--- src/rtl/dpb_pkg.sv ---
package dpb_pkg;
  localparam int unsigned NPORTS = 2;
  localparam int unsigned PL     = 0;
  localparam int unsigned PR     = 1;

  typedef enum logic [1:0] {
    GRANT_NONE  = 2'b00,
    GRANT_LEFT  = 2'b01,
    GRANT_RIGHT = 2'b10
  } grant_e;
endpackage

--- src/rtl/dpb_hold_track.sv ---
module dpb_hold_track #(
  parameter int unsigned ADDR_W = 10
) (
  input  logic              clk,
  input  logic              rst_n,
  input  logic              en,
  input  logic [ADDR_W-1:0] addr,
  output logic              hold
);
  logic              prev_en;
  logic [ADDR_W-1:0] prev_addr;

  always_ff @(posedge clk or negedge rst_n) begin
    if (!rst_n) begin
      prev_en   <= 1'b0;
      prev_addr <= '0;
    end else begin
      prev_en   <= en;
      prev_addr <= addr;
    end
  end

  // the port already owned this address in the previous cycle
  assign hold = en && prev_en && (addr == prev_addr);
endmodule

--- src/rtl/dpb_arbiter.sv ---
module dpb_arbiter #(
  parameter int unsigned ADDR_W = 10
) (
  input  logic              clk,
  input  logic              rst_n,
  input  logic              is_master,
  input  logic              l_en,
  input  logic [ADDR_W-1:0] l_addr,
  input  logic              l_hold,
  input  logic              r_en,
  input  logic [ADDR_W-1:0] r_addr,
  input  logic              r_hold,
  output logic              busy_l_q,
  output logic              busy_r_q
);
  import dpb_pkg::*;

  logic   collide;
  grant_e grant_d;

  assign collide = is_master && l_en && r_en && (l_addr == r_addr);

  always_comb begin
    grant_d = GRANT_NONE;
    if (collide) begin
      if (l_hold && !r_hold)      grant_d = GRANT_LEFT;
      else if (r_hold && !l_hold) grant_d = GRANT_RIGHT;
      else if (l_hold && r_hold && busy_l_q) grant_d = GRANT_RIGHT;
      else                        grant_d = GRANT_LEFT;
    end
  end

  always_ff @(posedge clk or negedge rst_n) begin
    if (!rst_n) begin
      busy_l_q <= 1'b0;
      busy_r_q <= 1'b0;
    end else begin
      busy_l_q <= (grant_d == GRANT_RIGHT);
      busy_r_q <= (grant_d == GRANT_LEFT);
    end
  end
endmodule

--- src/rtl/dpb_wr_gate.sv ---
module dpb_wr_gate (
  input  logic is_master,
  input  logic en,
  input  logic wr,
  input  logic busy_own_q,
  input  logic busy_in_n,
  output logic we
);
  logic inhibit;

  assign inhibit = is_master ? busy_own_q : !busy_in_n;
  assign we      = en && wr && !inhibit;
endmodule

--- src/rtl/dpb_busy_arbiter.sv ---
module dpb_busy_arbiter #(
  parameter int unsigned ADDR_W = 10
) (
  input  logic              clk,
  input  logic              rst_n,
  input  logic              is_master,
  input  logic              l_en,
  input  logic [ADDR_W-1:0] l_addr,
  input  logic              l_wr,
  input  logic              r_en,
  input  logic [ADDR_W-1:0] r_addr,
  input  logic              r_wr,
  input  logic              l_busy_in_n,
  input  logic              r_busy_in_n,
  output logic              l_busy_val_n,
  output logic              l_busy_oe,
  output logic              r_busy_val_n,
  output logic              r_busy_oe,
  output logic              l_we,
  output logic              r_we
);
  import dpb_pkg::*;

  logic [NPORTS-1:0]             en_a, wr_a, hold_a, busy_q_a, bin_a, we_a;
  logic [NPORTS-1:0][ADDR_W-1:0] addr_a;

  assign en_a[PL]   = l_en;        assign en_a[PR]   = r_en;
  assign wr_a[PL]   = l_wr;        assign wr_a[PR]   = r_wr;
  assign addr_a[PL] = l_addr;      assign addr_a[PR] = r_addr;
  assign bin_a[PL]  = l_busy_in_n; assign bin_a[PR]  = r_busy_in_n;

  for (genvar p = 0; p < NPORTS; p++) begin : g_port
    dpb_hold_track #(.ADDR_W(ADDR_W)) u_hold (
      .clk   (clk),
      .rst_n (rst_n),
      .en    (en_a[p]),
      .addr  (addr_a[p]),
      .hold  (hold_a[p])
    );
    dpb_wr_gate u_gate (
      .is_master  (is_master),
      .en         (en_a[p]),
      .wr         (wr_a[p]),
      .busy_own_q (busy_q_a[p]),
      .busy_in_n  (bin_a[p]),
      .we         (we_a[p])
    );
  end

  dpb_arbiter #(.ADDR_W(ADDR_W)) u_arb (
    .clk       (clk),
    .rst_n     (rst_n),
    .is_master (is_master),
    .l_en      (l_en),
    .l_addr    (l_addr),
    .l_hold    (hold_a[PL]),
    .r_en      (r_en),
    .r_addr    (r_addr),
    .r_hold    (hold_a[PR]),
    .busy_l_q  (busy_q_a[PL]),
    .busy_r_q  (busy_q_a[PR])
  );

  assign l_busy_val_n = !busy_q_a[PL];
  assign r_busy_val_n = !busy_q_a[PR];
  assign l_busy_oe    = is_master;
  assign r_busy_oe    = is_master;
  assign l_we         = we_a[PL];
  assign r_we         = we_a[PR];
endmodule

--- config.mk ---
export PLATFORM = sky130hd
export DESIGN_NAME = dpb_busy_arbiter
export DESIGN_NICKNAME = d
export VERILOG_FILES = /design/src/rtl/dpb_pkg.sv /design/src/rtl/dpb_hold_track.sv /design/src/rtl/dpb_arbiter.sv /design/src/rtl/dpb_wr_gate.sv /design/src/rtl/dpb_busy_arbiter.sv
export SDC_FILE = /design/constraint.sdc
export NUM_CORES = 1
export LEC_CHECK = 0
export CORE_MARGIN = 3
export CORE_UTILIZATION = 47
export DETAILED_ROUTE_END_ITERATION = 8
export GPL_TIMING_DRIVEN = 1
export PLACE_DENSITY = 0.82
export SLEW_MARGIN = 10
export SYNTH_ARGS = -nofsm -noshare
export SYNTH_HDL_FRONTEND = slang
export SYNTH_SLANG_ARGS = --single-unit
--- constraint.sdc ---
create_clock -name clk -period 2.15 [get_ports clk]
set_clock_uncertainty 0.2 [all_clocks]
set_input_delay 0.43 -clock clk [delete_from_list [all_inputs] [get_ports clk]]
set_output_delay 0.43 -clock clk [all_outputs]
set_load 0.02 [all_outputs]
; Word-level counts from Yosys, hierarchy flattened
; Index checks and enable logic that the tools add are counted.
[word_totals]
register_bits = 24
out_inout_bits = 6
in_bits = 29
wordCells = 40
[op_classes]
n_mux = 6
eq_ne = 5
reduce_logical = 23
[op_table]
columns = cell, n
row1 = 10-bit equality test, 3
row2 = 1-bit logical AND, 15
row3 = 1-bit zero test, 8
row4 = 2-bit two-way mux, 4
row5 = 2-bit by 1-bit equality test with 1-bit output (second input constant), 1
row6 = 2-bit equality test (second input constant), 1
row7 = 1-bit two-way mux, 2

; Longest topological paths before layout
; Gate-level depths: netlist (run 1).
[depth]
ltp_word = 9
depth_mapped = 4
ltp_nobuf = 4

; Hierarchy
; From an unflattened synthesis (run 1), not the netlist that was laid out.
[unflattened]
hier_cells = 84
hier_area_um2 = 1079.8
[modules_own_cells]
columns = mod, area_per_inst_um2, cells_each, instances, seq_area_each_um2
row1 = dpb_hold_track, 395.4, 26, 2, 275.3
row2 = dpb_arbiter, 201.4, 20, 1, 50.0
row3 = dpb_wr_gate, 32.5, 4, 2, 0.0
row4 = dpb_busy_arbiter, 22.5, 4, 1, 0.0

; Worst setup path after synthesis (run 1)
; No wires, ideal clock.
[synth_timing]
path_type = reg2out
start = register u_arb.busy_l_q
end = output port l_we
path_slack_ns = 0.615
path_buffers = 0
t_arrival_ns = 0.905
required_time_ns = 1.520
stages_incl_launch_ff = 4
path_cell_list = dfrtp_1 -> inv_1 -> mux2i_1 -> nor2_1
[synth_via]
elab_chain_cells = 3
[synth_lines]
columns = element, line
row1 = start: declaration, dpb_arbiter.sv:13  ; output logic busy_l_q,
row2 = start signal: assignment, dpb_arbiter.sv:38  ; busy_l_q <= (grant_d == GRANT_RIGHT);
row3 = 1-bit two-way mux, dpb_wr_gate.sv:11  ; assign inhibit = is_master ? busy_own_q : !busy_in_n;
row4 = 1-bit zero test, dpb_wr_gate.sv:12  ; assign we = en && wr && !inhibit;
row5 = 1-bit logical AND, dpb_wr_gate.sv:12
row6 = end: declaration, dpb_busy_arbiter.sv:19  ; output logic l_we,
; No other way between the ends.

; Final worst setup path (run 1)
[layout_timing]
start = input port is_master
end = output port r_busy_oe
[layout_rtl]
columns = element, line
row1 = start: declaration, dpb_busy_arbiter.sv:6  ; input logic is_master,
row2 = end: declaration, dpb_busy_arbiter.sv:18  ; output logic r_busy_oe,
; No word-level cell between the ends.

==> summary.txt, run 1 <==
Status
  • Outcome: finished clean

Place
  • Final HPWL DP: 1590 um
  • GP Congestion: 0.709
  • Setup WS pre-CTS: -0.269 ns
  • Placed Instances: 145
  • Placed Area: 1430 um^2
  • Number of port buffers: 34

Yosys
  • Synth unique cells: 15
  • Synth Flop Type: dfrtp_1
  • Cell Area, Synth: 1030 um^2
  • Cell taking the most area after synthesis: dfrtp_1
  • Sequential element share of the synthesized area: 58.3%
  • Synth cell count leaders: xor2_1 (25), dfrtp_1 (24), xnor2_1 (5)
  • Yosys top cell area share: 58.3%
  • Top post-synthesis cells by area: dfrtp_1 (58%), xor2_1 (21%), xnor2_1 (4.3%)
  • Async SR Flop Fraction: 100%
  • Syn_nets: 110
  • EDFF count, synth: 0
  • Mapped Cells: 81
  • Most instantiated library cell after synthesis: xor2_1
  • Seq cells post-synth: 24
  • Ys Warns: 0
  • Mean post-synth cell area: 12.7 um^2

Setup path
  • CP Max Fanout: 4
  • Critical path required time: 1.52 ns
  • Crit Path Category: input pin to output port
  • CP startpoint kind: input pin
  • Data arrival, critical path: 1.45 ns
  • Crit end category: output port

Clock tree
  • Clk sinks: 24
  • CTS H-tree depth: 1
  • Root buf cell: clkbuf_4
  • CTS tree: yes
  • CTS buffer count: 3
  • Post-CTS setup buffer count: 0
  • Clk_lat worst skew: 0.30 ns
  • CTS resizes: 4
  • CTS clock-pin slew for the worst setup and hold paths: 0.12 ns
  • Clk buf depth: 2
  • Hold-fix buffers, CTS: 0

Power
  • Cell Pwr Density: 568 nW/um^2
  • VDD IR max: 0.000451 V
  • Leakage power: 0.626 nW
  • Post-route total power: 820 uW

Detailed routing
  • First drt pass iteration count: 4
  • Wire length on met2: 966 um
  • Drt drc: 0
  • DR vias: 713
  • Met1 wire length: 829 um
  • Iter 0 DRT Violations: 9
  • Met3 WL: 144 um
  • Routed WL: 1950 um
  • Vias/cell: 4.82
  • Top sig layer: met4
  • WL/cell: 13.2 um
  • Detail Route Antenna Nets: 0

Cells and area
  • Fin nets: 152
  • Filler cells: 162
  • Final antenna diode count: 0
  • Final instance area: 1440 um^2
  • Non-filler cells, final: 148
  • Share of layout cells above drive strength 1: 8.26%
  • P&R area growth vs syn: 40.2%

STA
  • Max-slew violation count: 0
  • Final Hold Fails: 0
  • Fmax: 482 MHz
  • Min cycle time layout: 2.08 ns
  • Worst Tran Pin Value: 0.405 ns
  • Unrepaired setup endpoints after global routing: false
  • Setup ws final: 0.0748 ns
  • Final period utilization: 96.5%
  • Final number of setup-violating endpoints: 0
  • Setup TNS: 0 ns
  • Slew headroom: 72.8%

GRT
  • Global Route Usage Sum: 15.8%
  • Largest net degree at the start of global routing: 25
  • Vias in the first global route: 779
  • First-pass GRT wire length: 3170 um
  • Antenna violations before repair: 0
  • Gr ovfl total: 0

Die
  • Chip width: 52.8 um
  • Core footprint: 2020 um^2
  • Starting Density: 50.9%
  • Die area: 2790 um^2
  • Row cnt: 16
  • Die height: 52.8 um
  • Top Ports: 35

Flow run
  • Max Cap Violations: 0

Hold path
  • Hold WC Path Type: input pin to asynchronous set/reset pin
[kinds of logic after synthesis]
group	after synthesis	synth area share, %
xor gates and xnor gates	30	25.5
DFF	24	58.3
and+or+nand+nor	20	11.4
buffers and inverters	4	2.19
muxes	2	1.94
AOI/OAI and AO/OA	1	0.608
[sequential cells by signal, indices dropped and copies added (netlist names)]
name / count
g_port.u_hold.prev_addr: 20
u_arb.busy_r_q: 1
g_port.u_hold.prev_en: 2
u_arb.busy_l_q: 1
[worst max-delay path, stage by stage]
cell and delay, ns:
dlygate4sd2_1 0.28, buf_4 0.14, clkdlybuf4s50_1 0.59
[final timing paths]
| kind | startpoint | end | slack (ns) | cells after the start |
|---|---|---|---|---|
| worst max-delay path | is_master | r_busy_oe | 0.07 | 3 |
| worst min-delay path | rst_n | u_arb.busy_l_q | 0.28 | 2 |
| worst max register to register | g_port[1].u_hold.prev_addr[0] | u_arb.busy_l_q | 0.62 | 4 |
| worst min register to register | u_arb.busy_l_q | u_arb.busy_r_q | 0.40 | 3 |
| max in group asynchronous | rst_n | g_port[0].u_hold.prev_addr[4] | 1.24 | 2 |
| min in group clk | u_arb.busy_l_q | u_arb.busy_r_q | 0.40 | 3 |
[report_power, final]
| part | leakage [nW] | internal, mW | switching (mW) |
|---|---|---|---|
| Combinational | 0.327 | 0.0856 | 0.0673 |
| Sequential | 0.284 | 0.472 | 0.00883 |
| Clock | 0.0138 | 0.0652 | 0.121 |
[layout make-up]
class                   count  area [um^2]  share of cell area (%)
well taps                  27         33.8                    2.34
repair buffers             39          373                    25.8
clock buffers               3         22.5                    1.56
multi-input cells          53          407                    28.2
flip-flops and latches     24          601                    41.6
inverters                   2         7.51                   0.520
[per-stage QoR]
step                      hold WS, ns  util [%]
after floorplan               -0.0656         -
after global placement          0.373      70.5
after detailed placement        0.388      70.5
after CTS                       0.284      71.4
after global routing            0.279      71.4
final                           0.279      71.4
[layout by cell type (no fill, tap or decap)]
cell type | synthesis | layout
nor2_1 | 3 | 3
dfrtp_1 | 24 | 24
xnor2_1 | 5 | 5
a31oi_1 | 1 | 1
nand3_1 | 3 | 3
dlygate4sd2_1 | 0 | 4
nor3_1 | 4 | 4
buf_4 | 2 | 5
inv_1 | 2 | 2
and4b_1 | 1 | 1
nand4_1 | 2 | 2
clkdlybuf4s50_1 | 0 | 30
nand2_1 | 3 | 3
mux2i_1 | 2 | 2
nor4_1 | 2 | 2
clkbuf_4 | 0 | 3
nor4_2 | 2 | 2
xor2_1 | 25 | 25
[per-layer routing]
metal | track usage [%] | up-vias
met1 | 17.7 | 336
met4 | 5.11 | 0
met5 | 0 | -
li1 | - | 347
met2 | 29.1 | 28
met3 | 3.42 | 2
Note: power is estimated with default switching activity, not from simulation.
==> inputs of run 2 (changes only) <==
Settings changed: CTS_CLUSTER_DIAMETER set to 30, GPL_ROUTABILITY_DRIVEN set to 0.
==> results of run 2 <==
Final layout, timing and power as in run 1 (identical DEF).
==> inputs of run 3 (changes only) <==
Settings changed: CORE_MARGIN 3 to 1.5, SLEW_MARGIN 10 to 40.
==> summary.txt, run 3 (synthesis results as in run 1) <==
Detailed routing
  • Vias/cell: 4.89 (+1.4%)
  • WL/cell: 13.2 um (about the same)
  • Iter 0 DRT Violations: 6 (-3)
  • Wire length on met2: 996 um (+3.1%)
  • DR vias: 728 (+2.1%)
  • Routed WL: 1960 um (+0.67%)
  • Drt drc: 0 (unchanged)
  • First drt pass iteration count: 4 (unchanged)
  • Met3 WL: 114 um (-21%)
  • Met1 wire length: 827 um (-0.24%)
  • Top sig layer: met4
  • Detail Route Antenna Nets: 0 (unchanged)

Cells and area
  • Max FFs per register: 20 (unchanged)
  • Fin nets: 152 (unchanged)
  • Fin util: 72.9% (+1.5 points)
  • Final antenna diode count: 0 (unchanged)
  • P&R area growth vs syn: 43.1%
  • Seq. cell area: 601 um^2 (unchanged)
  • Most common cell after layout, fill and taps aside: clkdlybuf4s50_1
  • Largest registers: g_port.u_hold.prev_addr x20, g_port.u_hold.prev_en x2
  • Reg with most FFs: g_port.u_hold.prev_addr
  • Share of layout cells above drive strength 1: 9.02% (+0.75 points)
  • Non-filler cells, final: 149 (+0.68%)
  • Commonest non-fill, non-tap cells in the layout: clkdlybuf4s50_1 (30), xor2_1 (25), dfrtp_1 (24), xnor2_1 (5), buf_4 (5)
  • Filler cells: 148 (-8.6%)
  • Multi-input combinational cell area: 407 um^2 (unchanged)

Place
  • Placed Instances: 145 (unchanged)
  • Final HPWL DP: 1570 um (-1.5%)
  • Number of port buffers: 34 (unchanged)

Clock tree
  • CTS buffer count: 3 (unchanged)
  • Root buf cell: clkbuf_4
  • Hold-fix buffers, CTS: 0 (unchanged)
  • CTS tree: yes
  • CTS H-tree depth: 1 (unchanged)
  • Clk_lat worst skew: 0.31 ns (about the same)
  • CTS clock-pin slew for the worst setup and hold paths: 0.13 ns (about the same)
  • Clk sinks: 24 (unchanged)
  • Clk buf depth: 2 (unchanged)

Setup path
  • CP Max Fanout: 4 (unchanged)
  • Critical path required time: 1.52 ns (about the same)
  • Crit Path Category: input pin to output port
  • Crit end category: output port
  • Data arrival, critical path: 1.48 ns (+0.03 ns)
  • CP startpoint kind: input pin

GRT
  • Global Route Usage Sum: 17.6% (+1.8 points)
  • First-pass GRT wire length: 3260 um (+2.8%)
  • Largest net degree at the start of global routing: 25 (unchanged)
  • Antenna violations before repair: 0 (unchanged)
  • Vias in the first global route: 758 (-2.7%)
  • Gr ovfl total: 0 (unchanged)

STA
  • Final hold slack: 0.261 ns (-0.0178 ns)
  • Final Hold Fails: 0 (unchanged)
  • Worst Tran Pin Value: 0.394 ns (-0.0105 ns)
  • Fmax: 475 MHz (-1.5%)
  • Final number of setup-violating endpoints: 0 (unchanged)
  • Slew headroom: 73.5% (+0.70 points)
  • Unrepaired setup endpoints after global routing: false
  • Min cycle time layout: 2.11 ns (+0.0314 ns)
  • Final period utilization: 98.0% (+1.5 points)
  • Max-slew violation count: 0 (unchanged)

Die
  • Starting Density: 50.9% (unchanged)
  • Chip width: 49.8 um (-5.7%)
  • Row cnt: 16 (unchanged)
  • Die height: 49.8 um (-5.7%)
  • Core footprint: 2020 um^2 (unchanged)
  • Top Ports: 35 (unchanged)
  • Die area: 2480 um^2 (-11%)

Status
  • Outcome: finished clean

Power
  • Post-route total power: 951 uW (+16%)
  • VDD IR max: 0.000453 V (+0.40%)
  • Leakage power: 0.640 nW (+2.3%)
  • Cell Pwr Density: 645 nW/um^2 (+14%)

Hold path
  • Hold WC Path Type: input pin to asynchronous set/reset pin

Flow run
  • Max Cap Violations: 0 (unchanged)
-- run 3: changes by cell type in the layout (fill, tap and decap cells not counted), sizes merged --
cell	change
bufinv	+1
-- run 3: cell type report --
| type | instances | share of cell area, % |
|---|---|---|
| well taps | 27 | 2.29 |
| multi-input cells | 53 | 27.6 |
| inverters | 2 | 0.509 |
| clock inverters | 1 | 2.04 |
| repair buffers | 39 | 25.3 |
| clock buffers | 3 | 1.53 |
| flip-flops and latches | 24 | 40.7 |
-- run 3: routing by layer --
layer / track usage (%) / up-vias
met5: 0 / -
met4: 6.94 / 0
met3: 2.73 / 4
met2: 31.3 / 27
met1: 21.1 / 347
li1: - / 350
-- run 3: metrics by stage --
stage	area [um^2]	setup WS, ns	TNS, ns
detailed placement	1430	-0.284	-1.03
global route	1470	0.0219	0
floorplan	1030	0.615	0
finish	1470	0.0433	0
global placement	1430	-0.236	-0.845
CTS	1470	0.0390	0
-- run 3: what timing repair did --
item | in CTS | in global routing
resized for setup | 4 | 0
endpoints found under the setup margin | 4 | 0
buffers inserted | 0 | 0
-- run 3: power by group --
group	switching [mW]	total [mW]	internal [mW]
sequential	0.00896	0.481	0.472
combinational	0.0683	0.154	0.0856
clock	0.128	0.316	0.188
total	0.205	0.951	0.746
-- run 3: worst paths after layout --
path	cells past startpoint	end	slack (ns)	from
max	3	l_busy_oe	0.04	is_master
min	2	g_port[1].u_hold.prev_addr[9]	0.26	rst_n
min in group clk	3	u_arb.busy_r_q	0.40	u_arb.busy_l_q
max in group asynchronous	2	g_port[1].u_hold.prev_addr[2]	1.25	rst_n
max reg2reg	4	u_arb.busy_l_q	0.60	g_port[1].u_hold.prev_addr[3]
min reg2reg	3	u_arb.busy_r_q	0.40	u_arb.busy_l_q
-- run 3: critical path, stage by stage --
cell,delay (ns)
dlygate4sd2_1,0.31
buf_4,0.15
clkdlybuf4s50_1,0.59
